**config.mk**
```make
export PLATFORM = sky130hd
export DESIGN_NAME = hazard_fwd_unit
export DESIGN_NICKNAME = d
export VERILOG_FILES = /design/src/rtl/hz_pkg.sv /design/src/rtl/hz_fwd_pick.sv /design/src/rtl/hz_load_use.sv /design/src/rtl/hazard_fwd_unit.sv
export SDC_FILE = /design/constraint.sdc
export NUM_CORES = 1
export LEC_CHECK = 0
export ABC_AREA = 1
export BUFFER_PORTS_ARGS = -buffer_cell sky130_fd_sc_hd__buf_2
export CORE_MARGIN = 2
export CORE_UTILIZATION = 43
export DETAILED_ROUTE_END_ITERATION = 8
export PLACE_DENSITY = 0.85
export SLEW_MARGIN = 20
export SYNTH_ARGS = -nofsm -noshare
export SYNTH_HDL_FRONTEND = slang
export SYNTH_SLANG_ARGS = --single-unit
```
**constraint.sdc**
```tcl
create_clock -name vclk -period 0.9
set_input_delay 0.09 -clock vclk [all_inputs]
set_output_delay 0.09 -clock vclk [all_outputs]
set_load 0.1 [all_outputs]
```
**src/rtl/hz_pkg.sv**
```systemverilog
package hz_pkg;

    typedef enum logic [1:0] {
        FWD_RF  = 2'b00,
        FWD_WB  = 2'b01,
        FWD_MEM = 2'b10
    } fwd_sel_e;

    localparam int NUM_SRC = 2;

endpackage

```
**src/rtl/hz_fwd_pick.sv**
```systemverilog
module hz_fwd_pick
    import hz_pkg::*;
#(
    parameter int REG_ADDR_W = 5
) (
    input  logic [REG_ADDR_W-1:0] src,
    input  logic [REG_ADDR_W-1:0] mem_dst,
    input  logic                  mem_wr_en,
    input  logic [REG_ADDR_W-1:0] wb_dst,
    input  logic                  wb_wr_en,
    output logic [1:0]            sel
);

    typedef struct packed {
        logic     mem_hit;
        logic     wb_hit;
        fwd_sel_e choice;
    } pick_t;

    pick_t pick_d;

    always_comb begin
        pick_d         = '0;
        pick_d.mem_hit = mem_wr_en && (mem_dst != '0) && (mem_dst == src);
        pick_d.wb_hit  = wb_wr_en  && (wb_dst  != '0) && (wb_dst  == src);
        // the younger producer wins
        if (pick_d.mem_hit) begin
            pick_d.choice = FWD_MEM;
        end else if (pick_d.wb_hit) begin
            pick_d.choice = FWD_WB;
        end else begin
            pick_d.choice = FWD_RF;
        end
    end

    assign sel = pick_d.choice;

endmodule

```
**src/rtl/hz_load_use.sv**
```systemverilog
module hz_load_use #(
    parameter int REG_ADDR_W = 5
) (
    input  logic [REG_ADDR_W-1:0] id_src_a,
    input  logic [REG_ADDR_W-1:0] id_src_b,
    input  logic [REG_ADDR_W-1:0] ex_dst,
    input  logic                  ex_load,
    output logic                  stall
);

    typedef struct packed {
        logic dst_live;
        logic hit_a;
        logic hit_b;
        logic stall;
    } lu_t;

    lu_t lu_d;

    always_comb begin
        lu_d          = '0;
        lu_d.dst_live = ex_load && (ex_dst != '0);
        lu_d.hit_a    = (ex_dst == id_src_a);
        lu_d.hit_b    = (ex_dst == id_src_b);
        lu_d.stall    = lu_d.dst_live && (lu_d.hit_a || lu_d.hit_b);
    end

    assign stall = lu_d.stall;

endmodule

```
**src/rtl/hazard_fwd_unit.sv**
```systemverilog
module hazard_fwd_unit
    import hz_pkg::*;
#(
    parameter int REG_ADDR_W = 5
) (
    input  logic [REG_ADDR_W-1:0] id_src_a,
    input  logic [REG_ADDR_W-1:0] id_src_b,
    input  logic [REG_ADDR_W-1:0] ex_src_a,
    input  logic [REG_ADDR_W-1:0] ex_src_b,
    input  logic [REG_ADDR_W-1:0] ex_dst,
    input  logic                  ex_load,
    input  logic [REG_ADDR_W-1:0] mem_dst,
    input  logic                  mem_wr_en,
    input  logic [REG_ADDR_W-1:0] wb_dst,
    input  logic                  wb_wr_en,
    output logic [1:0]            fwd_sel_a,
    output logic [1:0]            fwd_sel_b,
    output logic                  pc_write,
    output logic                  ifid_write,
    output logic                  ex_bubble
);

    logic [NUM_SRC-1:0][REG_ADDR_W-1:0] ex_src_vec;
    logic [NUM_SRC-1:0][1:0]            sel_vec;
    logic                               lu_stall;

    assign ex_src_vec = {ex_src_b, ex_src_a};

    // one forwarding picker per execute operand
    for (genvar gi = 0; gi < NUM_SRC; gi++) begin : g_src
        hz_fwd_pick #(
            .REG_ADDR_W (REG_ADDR_W)
        ) u_pick (
            .src       (ex_src_vec[gi]),
            .mem_dst   (mem_dst),
            .mem_wr_en (mem_wr_en),
            .wb_dst    (wb_dst),
            .wb_wr_en  (wb_wr_en),
            .sel       (sel_vec[gi])
        );
    end

    hz_load_use #(
        .REG_ADDR_W (REG_ADDR_W)
    ) u_lu (
        .id_src_a (id_src_a),
        .id_src_b (id_src_b),
        .ex_dst   (ex_dst),
        .ex_load  (ex_load),
        .stall    (lu_stall)
    );

    typedef struct packed {
        logic [1:0] sel_a;
        logic [1:0] sel_b;
        logic       pc_we;
        logic       ifid_we;
        logic       bubble;
    } out_t;

    out_t out_d;

    always_comb begin
        out_d         = '0;
        out_d.sel_a   = sel_vec[0];
        out_d.sel_b   = sel_vec[1];
        out_d.pc_we   = !lu_stall;
        out_d.ifid_we = !lu_stall;
        out_d.bubble  = lu_stall;
    end

    assign fwd_sel_a  = out_d.sel_a;
    assign fwd_sel_b  = out_d.sel_b;
    assign pc_write   = out_d.pc_we;
    assign ifid_write = out_d.ifid_we;
    assign ex_bubble  = out_d.bubble;

endmodule

```
==> key figures, run 1 <==
Outcome
  • Status: did not finish
  • Fail Step: global routing (5_1_grt)
  • Tool Error: [ERROR DPL-0038] Utilization greater than 100%, impossible to legalize

Synthesis
  • Mean post-synth cell area: 4.52 sq um
  • Distinct cell type count after synthesis: 16
  • Top-count cell post-synth: nand2_1
  • Top-area cell type share of the netlist area: between 30% and 40%
  • Mapped Cells: about 130
  • Synth top cells by count: 60 x nand2_1, 19 x inv_1, 14 x nor2_1, 10 x inv_2, 8 x nand3_1
  • Cell taking the most area after synthesis: nand2_1
  • Mapped Area: between 600 and 700 sq um
  • Syn nets: 172
  • Yosys warns: 0
  • Top cells by area, synth: nand2_1 37%, inv_1 12%, nor2_1 8.7%, xnor2_1 7.2%, xor2_1 7.2%
  • Sequential area share after synthesis: 0%

Floorplanning
  • FP Rows: 13
  • Io pins: 45
  • Initial core utilization: 46.5%
  • Die W: 41.5 microns
  • Die Y: just over 40 microns

Placement
  • Dpl cells: 196
  • GP Congestion: 0.883
  • Port Buffers: 45
  • DP HPWL: 1640 microns

STA
  • Worst endpoint after global-route timing repair: fwd_sel_a[0]
  • Worst ep type: primary output

Global routing
  • Pin count of the biggest net entering global routing: 5
[cells by family after synthesis]
family / share of synthesized area, %
simple gates: 63.4
buf+inv: 19.2
xor+xnor: 14.5
compound gates: 2.89
[through the flow]
step	instance area, sq um	hold slack [ns]	setup slack, ns
2_1_floorplan	694	0.421	-0.384
3_3_place_gp	1050	0.626	-0.208
3_5_place_dp	1050	0.631	-0.230
4_1_cts	1200	0.599	-0.184
[what timing repair did]
item | CTS
setup endpoints to repair | 7
pin swaps | 21
gates resized for setup | 34
buffers inserted | 0
hold buffers | 0
==> inputs of run 2 (changes only) <==
--- a/config.mk
+++ b/config.mk
@@ -7,10 +7,10 @@
 export LEC_CHECK = 0
 export ABC_AREA = 1
 export BUFFER_PORTS_ARGS = -buffer_cell sky130_fd_sc_hd__buf_2
-export CORE_MARGIN = 2
-export CORE_UTILIZATION = 43
+export CORE_AREA = 2 2 63 65
 export DETAILED_ROUTE_END_ITERATION = 8
-export PLACE_DENSITY = 0.85
+export DIE_AREA = 0 0 65 67
+export PLACE_DENSITY_LB_ADDON = 0.15
 export SLEW_MARGIN = 20
 export SYNTH_ARGS = -nofsm -noshare
 export SYNTH_HDL_FRONTEND = slang
==> run 2 against run 1 <==
The flow now finishes, with violations (negative setup slack). Synthesized cell count did not move. Synthesized area did not move.
==> key figures, run 2 <==
Floorplanning
  • Io pins: 45
  • Die area: approximately 4400 sq um
  • Die Y: 67 microns
  • Die W: approximately 65 microns
  • FP Rows: 22
  • Core Footprint: approximately 3600 sq um
  • Initial core utilization: roughly 17%

Routing
  • Highest routed metal layer: met3
  • Via density: 3.86
  • 1st-pass router iterations: 2
  • Metal3 WL: 149 microns
  • Routed len/inst: 8.98 microns
  • DR vias: 880
  • DRT iter0 DRCs: 15
  • # DRC: 0
  • Final ANT Viol Nets: 0
  • Met1 wire length: between 900 and 1000 microns
  • Metal2 WL: roughly 970 microns
  • Final wirelength: 2050 microns

Outcome
  • Failing checks: negative setup slack
  • Status: complete, but fails checks

STA
  • Fin. Hold Viols: 0
  • Pins Over Slew Limit: 0
  • RSZ-0062 raised after global routing: true
  • Final setup vio count: 7
  • Fin Setup TNS: -0.873 ns
  • Slew HR: 87.3%
  • Fin crit share: 120%
  • Setup slack after layout: -0.182 ns
  • Crit path time final: 1.08 ns
  • Worst hold slack: 0.572 ns
  • Worst Tran Pin Value: 0.190 ns
  • Fmax: approximately 920 MHz

Finish
  • FF+latch count: 0
  • Leading cell type in the layout, fill and taps excluded: nand2_1
  • Filler cells: 389
  • Nets: 220
  • # clk buffers: 0
  • Share of post-route cells with drive strength above 1: 56.1%
  • Sequential Area: 0 sq um
  • Design Area, Final: 1350 sq um
  • Layout area overhead: 122%
  • Commonest non-fill, non-tap cells in the layout: 45 x nand2_1, 17 x buf_6, 15 x buf_2
  • Antenna cell count: 0

Min path
  • Hold Crit Start: ex_load
  • Worst Hold Endpoint: ex_bubble
  • Worst hold path class: primary input to output port
  • Hold Path Depth: 4

Placement
  • Dpl ws: -0.252 ns
  • GP Congestion: 0.715
  • Port Buffers: 45
  • Placed inst area: 1080 sq um
  • DP HPWL: 1740 microns

Setup path
  • Maximum fanout along the worst path: 3
  • Critical path's top delay family: simple AND/OR/NAND/NOR gates
  • Worst setup EP type: output port
  • Crit path largest cell delay: 0.21 ns
  • Crit path depth: 6
  • Worst path arrival time: 0.99 ns
  • Critical path class: primary input to output port
  • Crit path buf inv count: 2
  • CP dominant cell by count: nor2_4
  • CP Cell Sequence: buf_8 -> nand3b_1 -> o21ai_4 -> nor2_4 -> nor2_4 -> buf_12
  • CP required: 0.81 ns
  • CP Launch Type: primary input
  • Crit path max-delay cell type: o21ai_4

Global routing
  • Vias in the first global route: 844
  • Total global routing track utilization: 9.48%
  • Pin count of the biggest net entering global routing: 5
  • First-pass GRT wire length: approximately 3400 microns
  • Global route total overflow: 0
  • Initial antenna violation count: 0

Synthesis
  • Distinct cell type count after synthesis: 16
  • Yosys warns: 0
  • Mapped Area: between 600 and 700 sq um
  • Mapped Cells: 134
  • Top-count cell post-synth: nand2_1
  • Top cells by area, synth: nand2_1 37%, inv_1 12%, nor2_1 8.7%, xnor2_1 7.2%, xor2_1 7.2%
  • Top-area cell type share of the netlist area: 37.2%
  • Sequential area share after synthesis: 0%
  • Syn nets: 172
  • Mean post-synth cell area: 4.52 sq um
  • Synth top cells by count: 60 x nand2_1, 19 x inv_1, 14 x nor2_1, 10 x inv_2, 8 x nand3_1
  • Cell taking the most area after synthesis: nand2_1

Clock tree
  • Setup Fix Bufs, Post-CTS: 0
  • Hold_buf cts: 0

Power and ir drop
  • LEAKAGE: just over 0.7 nW
  • Pwr/cell area: 462 nW/um^2
  • Worst VDD drop: around 0.15 mV
  • Total power: 0.622 mW

Run
  • Max_cap viols: 0
-- run 2: cell counts after synthesis --
Identical to the previous run, type by type.
-- run 2: routing by layer --
metal  GRT usage (%)  vias to the layer above
li1                -                      483
met3            1.01                        0
met4           0.798                        0
met5               0                        -
met2            17.8                       29
met1            12.0                      368
-- run 2: cell families after synthesis --
logic type / synth area share [%]
AND/OR/NAND/NOR: 63.4
buffers and inverters: 19.2
XOR/XNOR: 14.5
AO/OA/AOI/OAI: 2.89
-- run 2: through the flow --
stage	cells	util, %
3_3_place_gp	228	29.9
3_5_place_dp	228	29.9
4_1_cts	228	35.2
2_1_floorplan	134	-
5_1_grt	228	37.3
6_report	228	37.3
-- run 2: worst max-delay path by stage --
stage | start | endpoint | slack [ns]
2_1_floorplan | ex_src_a[3] | fwd_sel_a[0] | -0.38
6_report | mem_dst[4] | fwd_sel_b[0] | -0.18
4_1_cts | wb_dst[1] | fwd_sel_a[0] | -0.19
3_3_place_gp | mem_dst[2] | fwd_sel_b[0] | -0.24
5_1_grt | ex_src_b[4] | fwd_sel_b[0] | -0.24
3_5_place_dp | mem_dst[2] | fwd_sel_b[0] | -0.25
-- run 2: power breakdown --
group          switching [mW]  internal, mW
combinational           0.328         0.295
sequential                  0             0
clock                       0             0
-- run 2: area by class of cell --
type	count	area (sq um)	share of cell area (%)
Timing Repair Buffer	47	509	37.8
Multi-Input combinational cell	104	648	48.1
Tap cell	48	60.1	4.46
Inverter	29	129	9.57
-- run 2: what timing repair did --
action                     4_1_cts  5_1_grt
gates resized for setup         50       22
pin swaps                       22       17
gates cloned                     0        0
setup endpoints to repair        7        7
Power figures use the tool's default switching activity.
==> inputs of run 3 (changes only) <==
--- a/config.mk
+++ b/config.mk
@@ -14,4 +14,5 @@
 export SLEW_MARGIN = 20
 export SYNTH_ARGS = -nofsm -noshare
 export SYNTH_HDL_FRONTEND = slang
+export SYNTH_HIERARCHICAL = 1
 export SYNTH_SLANG_ARGS = --single-unit
==> run 3 against run 2 <==
The run still ends with negative setup slack left. Critical endpoint is now ex_bubble. Largest power group unchanged. Non-clock buffer count did not move. Cell count up 5.7%. Critical path type unchanged. Total power grew 9.7%. Worst hold slack gained 0.090 ns. Setup slack better by 0.0012 ns.
==> key figures, run 3 <==
Run
  • Max_cap viols: 0

Finish
  • Layout area overhead: 137%
  • Sequential Area: 0 sq um
  • # clk buffers: 0
  • Nets: around 230
  • Design Area, Final: ~1500 sq um
  • Share of post-route cells with drive strength above 1: 64.2%
  • Final Util: 41.6%
  • Antenna cell count: 0
  • FF+latch count: 0
  • Commonest non-fill, non-tap cells in the layout: 39 x nand2_1, 18 x nand2_2, 17 x inv_2, 17 x buf_6, 13 x buf_2
  • Filler cells: roughly 410
  • Leading cell type in the layout, fill and taps excluded: nand2_1

Setup path
  • Crit path max-delay cell type: a21oi_4
  • Worst setup EP type: output port
  • CP required: 0.81 ns
  • CP Launch Type: primary input
  • Crit path largest cell delay: between 0.15 and 0.2 ns
  • CP Cell Sequence: buf_6 -> xor2_1 -> nor2_2 -> nand3_2 -> a21oi_4 -> buf_6 -> buf_12
  • Maximum fanout along the worst path: 3
  • Crit path buf inv count: 3
  • CP dominant cell by count: buf_6
  • Critical path's top delay family: buffers and inverters
  • Critical path class: primary input to output port
  • Worst path arrival time: roughly 0.99 ns

Floorplanning
  • Io pins: 45
  • Initial core utilization: between 10% and 20%
  • FP Rows: 22
  • Core Footprint: 3610 sq um
  • Die area: 4360 sq um
  • Die W: 65 microns
  • Die Y: ~67 microns

Synthesis
  • Synth top cells by count: 59 x nand2_1, 29 x inv_1, 16 x nor2_1, 10 x nand3_1, 8 x inv_2
  • Cell taking the most area after synthesis: nand2_1
  • Sequential area share after synthesis: 0%
  • Distinct cell type count after synthesis: 15
  • Syn nets: 185
  • Mapped Area: 634 sq um
  • Top-count cell post-synth: nand2_1
  • Top-area cell type share of the netlist area: 34.9%
  • Top cells by area, synth: nand2_1 35%, inv_1 17%, nor2_1 9.5%, nand3_1 7.9%, o21ai_0 5.5%
  • Mapped Cells: 147
  • Yosys warns: 6
  • Mean post-synth cell area: around 4.3 sq um

STA
  • Fin. Hold Viols: 0
  • Final setup vio count: 7
  • Fmax: 925 MHz
  • Crit path time final: 1.08 ns
  • Setup slack after layout: -0.181 ns
  • Worst Tran Pin Value: 0.196 ns
  • Fin crit share: 120%
  • RSZ-0062 raised after global routing: true
  • Pins Over Slew Limit: 0
  • Slew HR: 86.8%

Routing
  • Via density: 3.89
  • DRT iter0 DRCs: 19
  • Routed len/inst: approximately 9.3 microns
  • Final wirelength: 2250 microns
  • 1st-pass router iterations: 4
  • Final ANT Viol Nets: 0
  • DR vias: 938
  • # DRC: 0

Global routing
  • Global route total overflow: 0
  • Pin count of the biggest net entering global routing: 7
  • Grt met1 use: between 10% and 20%
  • Layer with the highest usage: met2
  • First-pass GRT wire length: 3310 microns
  • Met3 Use GR: 0.507%
  • Initial antenna violation count: 0
  • Vias in the first global route: 781
  • Global Route met2 Usage: 16.4%
  • Total global routing track utilization: a little under a tenth

Outcome
  • Failing checks: negative setup slack
  • Status: complete, but fails checks

Placement
  • Placed inst area: 1120 sq um
  • DP HPWL: 1810 microns
  • GP Congestion: 0.717
  • Port Buffers: 45

Min path
  • Hold Path Depth: 4
  • Worst hold path class: primary input to output port
  • Worst Hold Endpoint: fwd_sel_a[1]
  • Hold Crit Start: mem_dst[4]

Power and ir drop
  • Pwr/cell area: 455 nW/um^2
  • LEAKAGE: 0.751 nW
  • Worst VDD drop: 0.149 mV
-- run 3: cell types whose count changed after synthesis, moves of 2 or more --
cell	delta
inv_2	-2
inv_1	+10
xnor2_1	-3
o21ai_0	+7
a21boi_0	+2
xor2_1	-2
nand3_1	+2
nor2_1	+2
a21oi_1	+2
-- run 3: cell type report --
cell class	count	area [sq um]	share of cell area, %
Multi-Input combinational cell	109	686	45.7
Timing Repair Buffer	47	554	36.9
Inverter	37	201	13.4
Tap cell	48	60.1	4.00
-- run 3: worst max path at each step --
| stage | from | endpoint | cells after the start | slack (ns) |
|---|---|---|---|---|
| floorplan | ex_dst[0] | pc_write | 6 | -1.24 |
| global placement | mem_dst[0] | fwd_sel_b[0] | 7 | -0.26 |
| detailed placement | ex_src_a[0] | fwd_sel_a[0] | 7 | -0.25 |
| CTS | ex_dst[0] | ex_bubble | 7 | -0.20 |
| global route | ex_dst[2] | ex_bubble | 8 | -0.25 |
| finish | ex_dst[0] | ex_bubble | 7 | -0.18 |
-- run 3: what timing repair did --
action,4_1_cts,5_1_grt
gates resized for setup,51,64
setup buffers,0,0
setup endpoints to repair,7,7
hold buffers,0,0
pin swaps,30,38
cloned,0,0
-- run 3: kinds of logic (layout without fill, tap and decap cells) --
logic type / after synthesis / count (layout) / share of synthesized area [%]
xor gates and xnor gates: 5 / 5 / 6.90
buffers and inverters: 38 / 84 / 23.1
AOI/OAI and AO/OA: 12 / 12 / 10.8
and+or+nand+nor: 92 / 92 / 59.2
-- run 3: worst min-delay path: stages --
cell and delay (ns):
buf_6 0.11, a21oi_2 0.14, nor2_4 0.07, buf_12 0.15
-- run 3: per-layer routing --
| layer | part of all wire (%) | vias up |
|---|---|---|
| li1 | - | 526 |
| met1 | 44 | 388 |
| met2 | 51 | 22 |
| met3 | 4.9 | 2 |
| met4 | 0.58 | 0 |
| met5 | 0 | - |
-- run 3: power by group --
group | internal, mW | switching [mW] | leakage [nW]
clock network | 0 | 0 | 0
registers | 0 | 0 | 0
logic | 0.325 | 0.358 | 0.751
total | 0.325 | 0.358 | 0.751
-- run 3: through the flow --
| stage | instances | total power, mW | setup WS [ns] | TNS (ns) | hold WS [ns] |
|---|---|---|---|---|---|
| floorplan | 147 | 0.276 | -1.24 | -3.17 | 0.445 |
| global placement | 241 | 0.496 | -0.263 | -1.64 | 0.698 |
| detailed placement | 241 | 0.492 | -0.251 | -1.61 | 0.687 |
| CTS | 241 | 0.574 | -0.203 | -1.10 | 0.645 |
| global route | 241 | 0.742 | -0.246 | -1.26 | 0.672 |
| finish | 241 | 0.682 | -0.181 | -0.833 | 0.662 |
